### src/rtl/mem_guard2_pkg.sv
package mem_guard2_pkg;
  localparam int GRAN_BITS = 6;
  localparam int ATTR_W    = 7;
  localparam int IDX_W     = 5;

  typedef enum logic [1:0] {
    ACC_READ  = 2'd0,
    ACC_WRITE = 2'd1,
    ACC_FETCH = 2'd2,
    ACC_RSVD  = 2'd3
  } acc_kind_e;

  typedef enum logic [1:0] {
    SEL_BASE  = 2'd0,
    SEL_LIMIT = 2'd1,
    SEL_ATTR  = 2'd2,
    SEL_BG    = 2'd3
  } reg_sel_e;
endpackage

### src/rtl/mem_guard2_table.sv
module mem_guard2_table
  import mem_guard2_pkg::*;
#(
  parameter int NREG = 8,
  parameter int AW   = 32
) (
  input  logic             clk_i,
  input  logic             rst_ni,
  input  logic             we_i,
  input  logic [IDX_W-1:0] idx_i,
  input  logic [1:0]       sel_i,
  input  logic [AW-1:0]    wdata_i,
  input  logic [AW-1:0]    addr_i,
  input  logic [1:0]       kind_i,
  input  logic             priv_i,
  output logic             allow_o
);
  localparam int GW  = AW - GRAN_BITS;
  localparam int AIW = (NREG > 1) ? $clog2(NREG) : 1;

  logic [GW-1:0]     base_q  [NREG];
  logic [GW-1:0]     limit_q [NREG];
  logic [ATTR_W-1:0] attr_q  [NREG];
  logic              bg_q;

  logic [AIW-1:0] slot;
  logic           slot_ok;
  assign slot    = idx_i[AIW-1:0];
  assign slot_ok = 32'(idx_i) < NREG;

  always_ff @(posedge clk_i or negedge rst_ni) begin
    if (!rst_ni) begin
      bg_q <= 1'b0;
      for (int i = 0; i < NREG; i++) begin
        base_q[i]  <= '0;
        limit_q[i] <= '0;
        attr_q[i]  <= '0;
      end
    end else if (we_i) begin
      if (reg_sel_e'(sel_i) == SEL_BG) begin
        bg_q <= wdata_i[0];
      end else if (slot_ok) begin
        case (reg_sel_e'(sel_i))
          SEL_BASE:  base_q[slot]  <= wdata_i[AW-1:GRAN_BITS];
          SEL_LIMIT: limit_q[slot] <= wdata_i[AW-1:GRAN_BITS];
          default:   attr_q[slot]  <= wdata_i[ATTR_W-1:0];
        endcase
      end
    end
  end

  // walk downward so the lowest matching index is the last one to assign
  logic [GW-1:0]     gran;
  logic              hit;
  logic [ATTR_W-1:0] hit_attr;
  assign gran = addr_i[AW-1:GRAN_BITS];

  always_comb begin
    hit      = 1'b0;
    hit_attr = '0;
    for (int i = NREG - 1; i >= 0; i--) begin
      if (attr_q[i][0] && gran >= base_q[i] && gran <= limit_q[i]) begin
        hit      = 1'b1;
        hit_attr = attr_q[i];
      end
    end
  end

  logic [2:0] perm;
  logic       perm_ok;
  assign perm = priv_i ? hit_attr[6:4] : hit_attr[3:1];

  always_comb begin
    case (acc_kind_e'(kind_i))
      ACC_READ:  perm_ok = perm[0];
      ACC_WRITE: perm_ok = perm[1];
      ACC_FETCH: perm_ok = perm[2];
      default:   perm_ok = 1'b0;
    endcase
  end

  assign allow_o = (acc_kind_e'(kind_i) != ACC_RSVD) && (hit ? perm_ok : bg_q);
endmodule

### src/rtl/mem_guard2.sv
module mem_guard2
  import mem_guard2_pkg::*;
#(
  parameter int AW         = 32,
  parameter int S1_REGIONS = 8,
  parameter int S2_REGIONS = 8
) (
  input  logic          clk_i,
  input  logic          rst_ni,
  input  logic          req_valid_i,
  input  logic [AW-1:0] req_addr_i,
  input  logic [1:0]    req_kind_i,
  input  logic [1:0]    cur_el_i,
  input  logic          s1_we_i,
  input  logic [4:0]    s1_idx_i,
  input  logic [1:0]    s1_sel_i,
  input  logic [AW-1:0] s1_wdata_i,
  input  logic          s2_we_i,
  input  logic [4:0]    s2_idx_i,
  input  logic [1:0]    s2_sel_i,
  input  logic [AW-1:0] s2_wdata_i,
  input  logic          fault_clr_i,
  output logic          rsp_valid_o,
  output logic          rsp_allow_o,
  output logic          cfg_err_o,
  output logic          fault_valid_o,
  output logic          fault_stage_o,
  output logic [AW-1:0] fault_addr_o,
  output logic [1:0]    fault_kind_o
);
  logic priv;
  logic s1_we_ok, s2_we_ok, wr_reject;
  logic s1_allow, s2_allow;

  assign priv      = cur_el_i != 2'd0;
  assign s1_we_ok  = s1_we_i && (cur_el_i >= 2'd1);
  assign s2_we_ok  = s2_we_i && (cur_el_i >= 2'd2);
  assign wr_reject = (s1_we_i && !s1_we_ok) || (s2_we_i && !s2_we_ok);

  mem_guard2_table #(.NREG(S1_REGIONS), .AW(AW)) u_stage1 (
    .clk_i, .rst_ni,
    .we_i    (s1_we_ok),
    .idx_i   (s1_idx_i),
    .sel_i   (s1_sel_i),
    .wdata_i (s1_wdata_i),
    .addr_i  (req_addr_i),
    .kind_i  (req_kind_i),
    .priv_i  (priv),
    .allow_o (s1_allow)
  );

  generate
    if (S2_REGIONS > 0) begin : g_stage2
      mem_guard2_table #(.NREG(S2_REGIONS), .AW(AW)) u_stage2 (
        .clk_i, .rst_ni,
        .we_i    (s2_we_ok),
        .idx_i   (s2_idx_i),
        .sel_i   (s2_sel_i),
        .wdata_i (s2_wdata_i),
        .addr_i  (req_addr_i),
        .kind_i  (req_kind_i),
        .priv_i  (priv),
        .allow_o (s2_allow)
      );
    end else begin : g_no_stage2
      logic unused_s2;
      assign unused_s2 = ^{s2_we_ok, s2_idx_i, s2_sel_i, s2_wdata_i};
      assign s2_allow  = 1'b1;
    end
  endgenerate

  logic deny;
  assign deny = req_valid_i && !(s1_allow && s2_allow);

  always_ff @(posedge clk_i or negedge rst_ni) begin
    if (!rst_ni) begin
      rsp_valid_o   <= 1'b0;
      rsp_allow_o   <= 1'b0;
      cfg_err_o     <= 1'b0;
      fault_valid_o <= 1'b0;
      fault_stage_o <= 1'b0;
      fault_addr_o  <= '0;
      fault_kind_o  <= '0;
    end else begin
      rsp_valid_o <= req_valid_i;
      rsp_allow_o <= req_valid_i && s1_allow && s2_allow;
      cfg_err_o   <= wr_reject;
      if (deny && (!fault_valid_o || fault_clr_i)) begin
        fault_valid_o <= 1'b1;
        fault_stage_o <= !s2_allow;  // stage 2 outranks stage 1
        fault_addr_o  <= req_addr_i;
        fault_kind_o  <= req_kind_i;
      end else if (fault_clr_i) begin
        fault_valid_o <= 1'b0;
      end
    end
  end
endmodule

### config.mk
export PLATFORM = sky130hd
export DESIGN_NAME = mem_guard2
export DESIGN_NICKNAME = d
export VERILOG_FILES = /design/src/rtl/mem_guard2_pkg.sv /design/src/rtl/mem_guard2_table.sv /design/src/rtl/mem_guard2.sv
export SDC_FILE = /design/constraint.sdc
export NUM_CORES = 2
export LEC_CHECK = 0
export BUFFER_PORTS_ARGS = -buffer_cell sky130_fd_sc_hd__clkbuf_2
export CORE_MARGIN = 8
export CORE_UTILIZATION = 50
export DETAILED_ROUTE_END_ITERATION = 8
export PLACE_DENSITY = 0.62
export SYNTH_ARGS = -nofsm -noshare
export SYNTH_HDL_FRONTEND = slang
export SYNTH_SLANG_ARGS = --single-unit
### constraint.sdc
create_clock -name clk_i -period 5 [get_ports clk_i]
set_clock_uncertainty 0.1 [all_clocks]
set_input_delay 0.5 -clock clk_i [delete_from_list [all_inputs] [get_ports clk_i]]
set_output_delay 0.5 -clock clk_i [all_outputs]
set_load 0.005 [all_outputs]
==> impl_results.md <==
* P&R area growth vs syn at 18.19%
* GRT Overall Usage at 0.2805
* Mean area per synthesized cell at 10.27 um2
* I/O pins at 159
* Slack of the critical path at 0.01271 ns
* Largest family of logic cells by synthesized area: adder cells
* Number of flops mapped to enable cells by yosys at 0
* Switch share at 0.2801
* Layout cells sized above 1 at 0.2489
* Crit. End Element: flop
* Layout fillers at 9,938
* ANT nets after route at 0
* CP endpoint: fault_addr_o[14]
* 1st-iter DRT viols at 3,010
* Hold Crit Class: input port to flop
* Drt pass-1 iters at 7
* Largest net degree at the start of global routing at 128
* Yosys top cell by area: dfrtp_1
* Routed WL per cell at 23.26 um
* Clk buf depth at 3
* Reg2Reg Capture Point: fault_addr_o[14]
* Worst EP required at 5.52 ns
* Initial core utilization at 0.5050
* Post-Syn Area at 58,760 um2
* Drt drc at 0
* Flop2flop setup slack at 0.14 ns
* Num rows at 125
* Post-Synth Simple-Gate Area at 0.09122
* Vias per cell at 5.706
* Global-route wire length before repair at 280,400 um
* Initial antenna violation count at 12
* Xor and xnor fraction of the mapped netlist area at 0
* P_sw at 5.983 mW
* Worst-path clk slew at 0.06 ns
* Sequential power share at 0.415
* Reg2Reg Depth at 21
* Peak supply drop at 360.2 uV
* Die W at 358.8 um
* GP Congestion at 0.9103
* TritonCTS clock tree: yes
* Status: finished, final reports clean
* Yosys Warn Count at 0
* Total gr overflow at 0
* Ys flop type: dfrtp_1
* Worst Min Path Start: req_kind_i[0]
* Synthesized net count at 6,671
* P_int at 15.38 mW
* Latest clock arrival within the worst-skew pair at 0.74 ns
* Root Driver: clkbuf_16
* Worst-path fanout max at 11
* Nets at 7,279
* CTS H-Tree Depth at 3
* Slew @ Worst Pin at 0.9813 ns
* Clock sinks at 985
* Worst slew margin relative to its limit at 0.3458
* Mapped Cells at 5,719
* Crit path launch: req_addr_i[15]
* Combinational share of power at 0.177
* PwrDens at 307.6 nW/um2
* Post-Place Worst Slack at -1.649 ns
* Leakage at 34.34 nW
* Hold Fails Final Rpt at 0
* Hpwl dp at 135,100 um
* Reg-to-Reg Start: g_stage2.u_stage2.limit_q[180]
* Crit Path Category: input port to flop
* Asr flop ratio synth at 1.000
* Hold WS at 0.05263 ns
* Vias in the first global route at 46,199
* Sequential fraction of the synthesis area at 0.4195
* Synth Register Bits at 985
* Ranking of synthesized cells by area: dfrtp_1 (42%), ha_1 (18%), mux2_2 (12%)
* Crit path launch type: input port
* Post-Layout Cell Count at 7,952
* Minimum clock period at 4.987 ns
* Core outline area at 116,400 um2
* Placed insts at 7,720
* Post-synthesis mux area share at 0.1324
* Final WL at 185,000 um
* Final Max Slew Viols at 0
* Yosys top cell area share at 0.4195
* Die height at 358.8 um
* Post-Synth Adder-Cell Area at 0.1772
* Worst Path Arrival at 5.50 ns
* Post-synthesis compound-gate area fraction at 0.1122
* Top cells by count, synth: dfrtp_1 (985), inv_1 (858), ha_1 (832)
* Vias at 45,378
* Max cap viols at 0
* Clk pwr share at 0.408
* Pwr Total at 21.36 mW
* Die area at 128,700 um2
* Max Freq at 0.2005 GHz
* Final count of negative-setup-slack endpoints at 0
* Setup tns final at 0 ns
* Post-synth cell types at 84
* Most frequent cell after synthesis: dfrtp_1
* Number of buffers created by CTS at 111
* PortBufs at 158
* Final Cycle Share at 0.9975
stage by stage:
| step | utilization | cell area, um2 |
|---|---|---|
| after floorplan | - | 58760 |
| final | 0.5968 | 69450 |
| after global placement | 0.5600 | 65170 |
| after CTS | 0.5949 | 69220 |
| after detailed placement | 0.5600 | 65170 |
| after global routing | 0.5968 | 69440 |
critical path, cell delays in order:
cell	delay (ns)
clkbuf_2	0.22
buf_12	0.18
buf_12	0.17
buf_4	0.22
ha_1	0.27
a211oi_1	0.37
o21ai_0	0.14
a221oi_1	0.58
o21ai_0	0.25
o21a_1	0.27
nor2_1	0.29
a221oi_1	0.10
a2111oi_0	0.45
a211oi_1	0.09
a2111o_1	0.30
nand3_1	0.20
a31o_4	0.25
buf_4	0.14
buf_12	0.14
mux2_4	0.31
sequential cells by signal, indices dropped and copies added (netlist names):
register,count
g_stage2.u_stage2.attr_q,56
cfg_err_o,1
rsp_valid_o,1
rsp_allow_o,1
fault_kind_o,2
u_stage1.base_q,208
u_stage1.attr_q,56
g_stage2.u_stage2.limit_q,208
u_stage1.bg_q,1
fault_addr_o,32
fault_valid_o,1
g_stage2.u_stage2.base_q,208
fault_stage_o,1
g_stage2.u_stage2.bg_q,1
u_stage1.limit_q,208
power by group through the flow:
stage | clock network, mW | registers, mW | logic, mW
final | 8.71 | 8.86 | 3.79
after global routing | 9.14 | 8.92 | 4.22
after CTS | 8.86 | 8.85 | 3.76
after detailed placement | 0 | 8.99 | 3.72
after global placement | 0 | 8.98 | 3.61
after floorplan | 0 | 8.90 | 2.04
area by class of cell:
type                    count  area [um2]  area share
diodes                      7       17.52   0.0002522
clock buffers             149        3132     0.04509
clock inverters            58       753.2     0.01085
inverters                 858        3221     0.04637
multi-input cells        3692       30390      0.4375
flip-flops and latches    985       24650      0.3549
well taps                1524        1907     0.02746
repair buffers            679        5385     0.07754
cell families after synthesis:
| family | Yosys count |
|---|---|
| multiplexers | 681 |
| AND/OR/NAND/NOR | 1106 |
| buffers and inverters | 1042 |
| AO/OA/AOI/OAI | 1073 |
| adder cells (fa/ha/maj) | 832 |
| flip-flops | 985 |
timing repair:
action	in CTS	in global routing
hold endpoints to repair	81	0
pin swaps	4	12
setup buffers	2	4
setup endpoints to repair	37	34
resized for setup	10	22
hold buffers	10	0
gates cloned	0	2
layout by cell type, fill, tap and decap left out, types with 12 or more instances in the layout:
cell type / count
dfrtp_1: 985
inv_1: 857
ha_1: 830
mux2_2: 649
nand2_1: 498
buf_4: 460
o21ai_0: 443
a21oi_1: 246
clkbuf_2: 157
nand4_1: 148
clkbuf_16: 114
nor2_1: 108
nand3_1: 98
a211oi_1: 58
a21o_1: 57
nor3_1: 49
buf_12: 49
o21a_1: 34
nand2b_1: 32
mux2_4: 30
nor4_1: 29
clkinv_2: 26
o211ai_1: 25
nor2b_1: 22
a221oi_1: 21
clkbuf_8: 19
clkbuf_1: 18
and4_1: 17
a211o_1: 17
bufinv_16: 15
nand3b_1: 14
a31oi_1: 13
a221o_1: 13
and2_1: 12
or4_1: 12
a2111oi_0: 12
worst min path at each step:
stage | to | slack (ns) | depth (start not counted)
after floorplan | cfg_err_o | 0.10 | 0
after global placement | g_stage2.u_stage2.attr_q[45] | 0.38 | 1
final | fault_kind_o[0] | 0.05 | 2
after detailed placement | g_stage2.u_stage2.attr_q[45] | 0.39 | 1
after CTS | fault_kind_o[0] | 0.002 | 2
after global routing | fault_kind_o[0] | 0.03 | 2
routing by layer:
layer	wire, um	share of wire	track usage	vias up
met5	13	0.000070	0	-
met4	10260	0.055	0.1327	2
met3	9236	0.050	0.04488	395
met2	88790	0.48	0.4802	1153
met1	76680	0.41	0.3457	22533
li1	-	-	-	21295
Note: power is estimated with default switching activity, not from simulation.
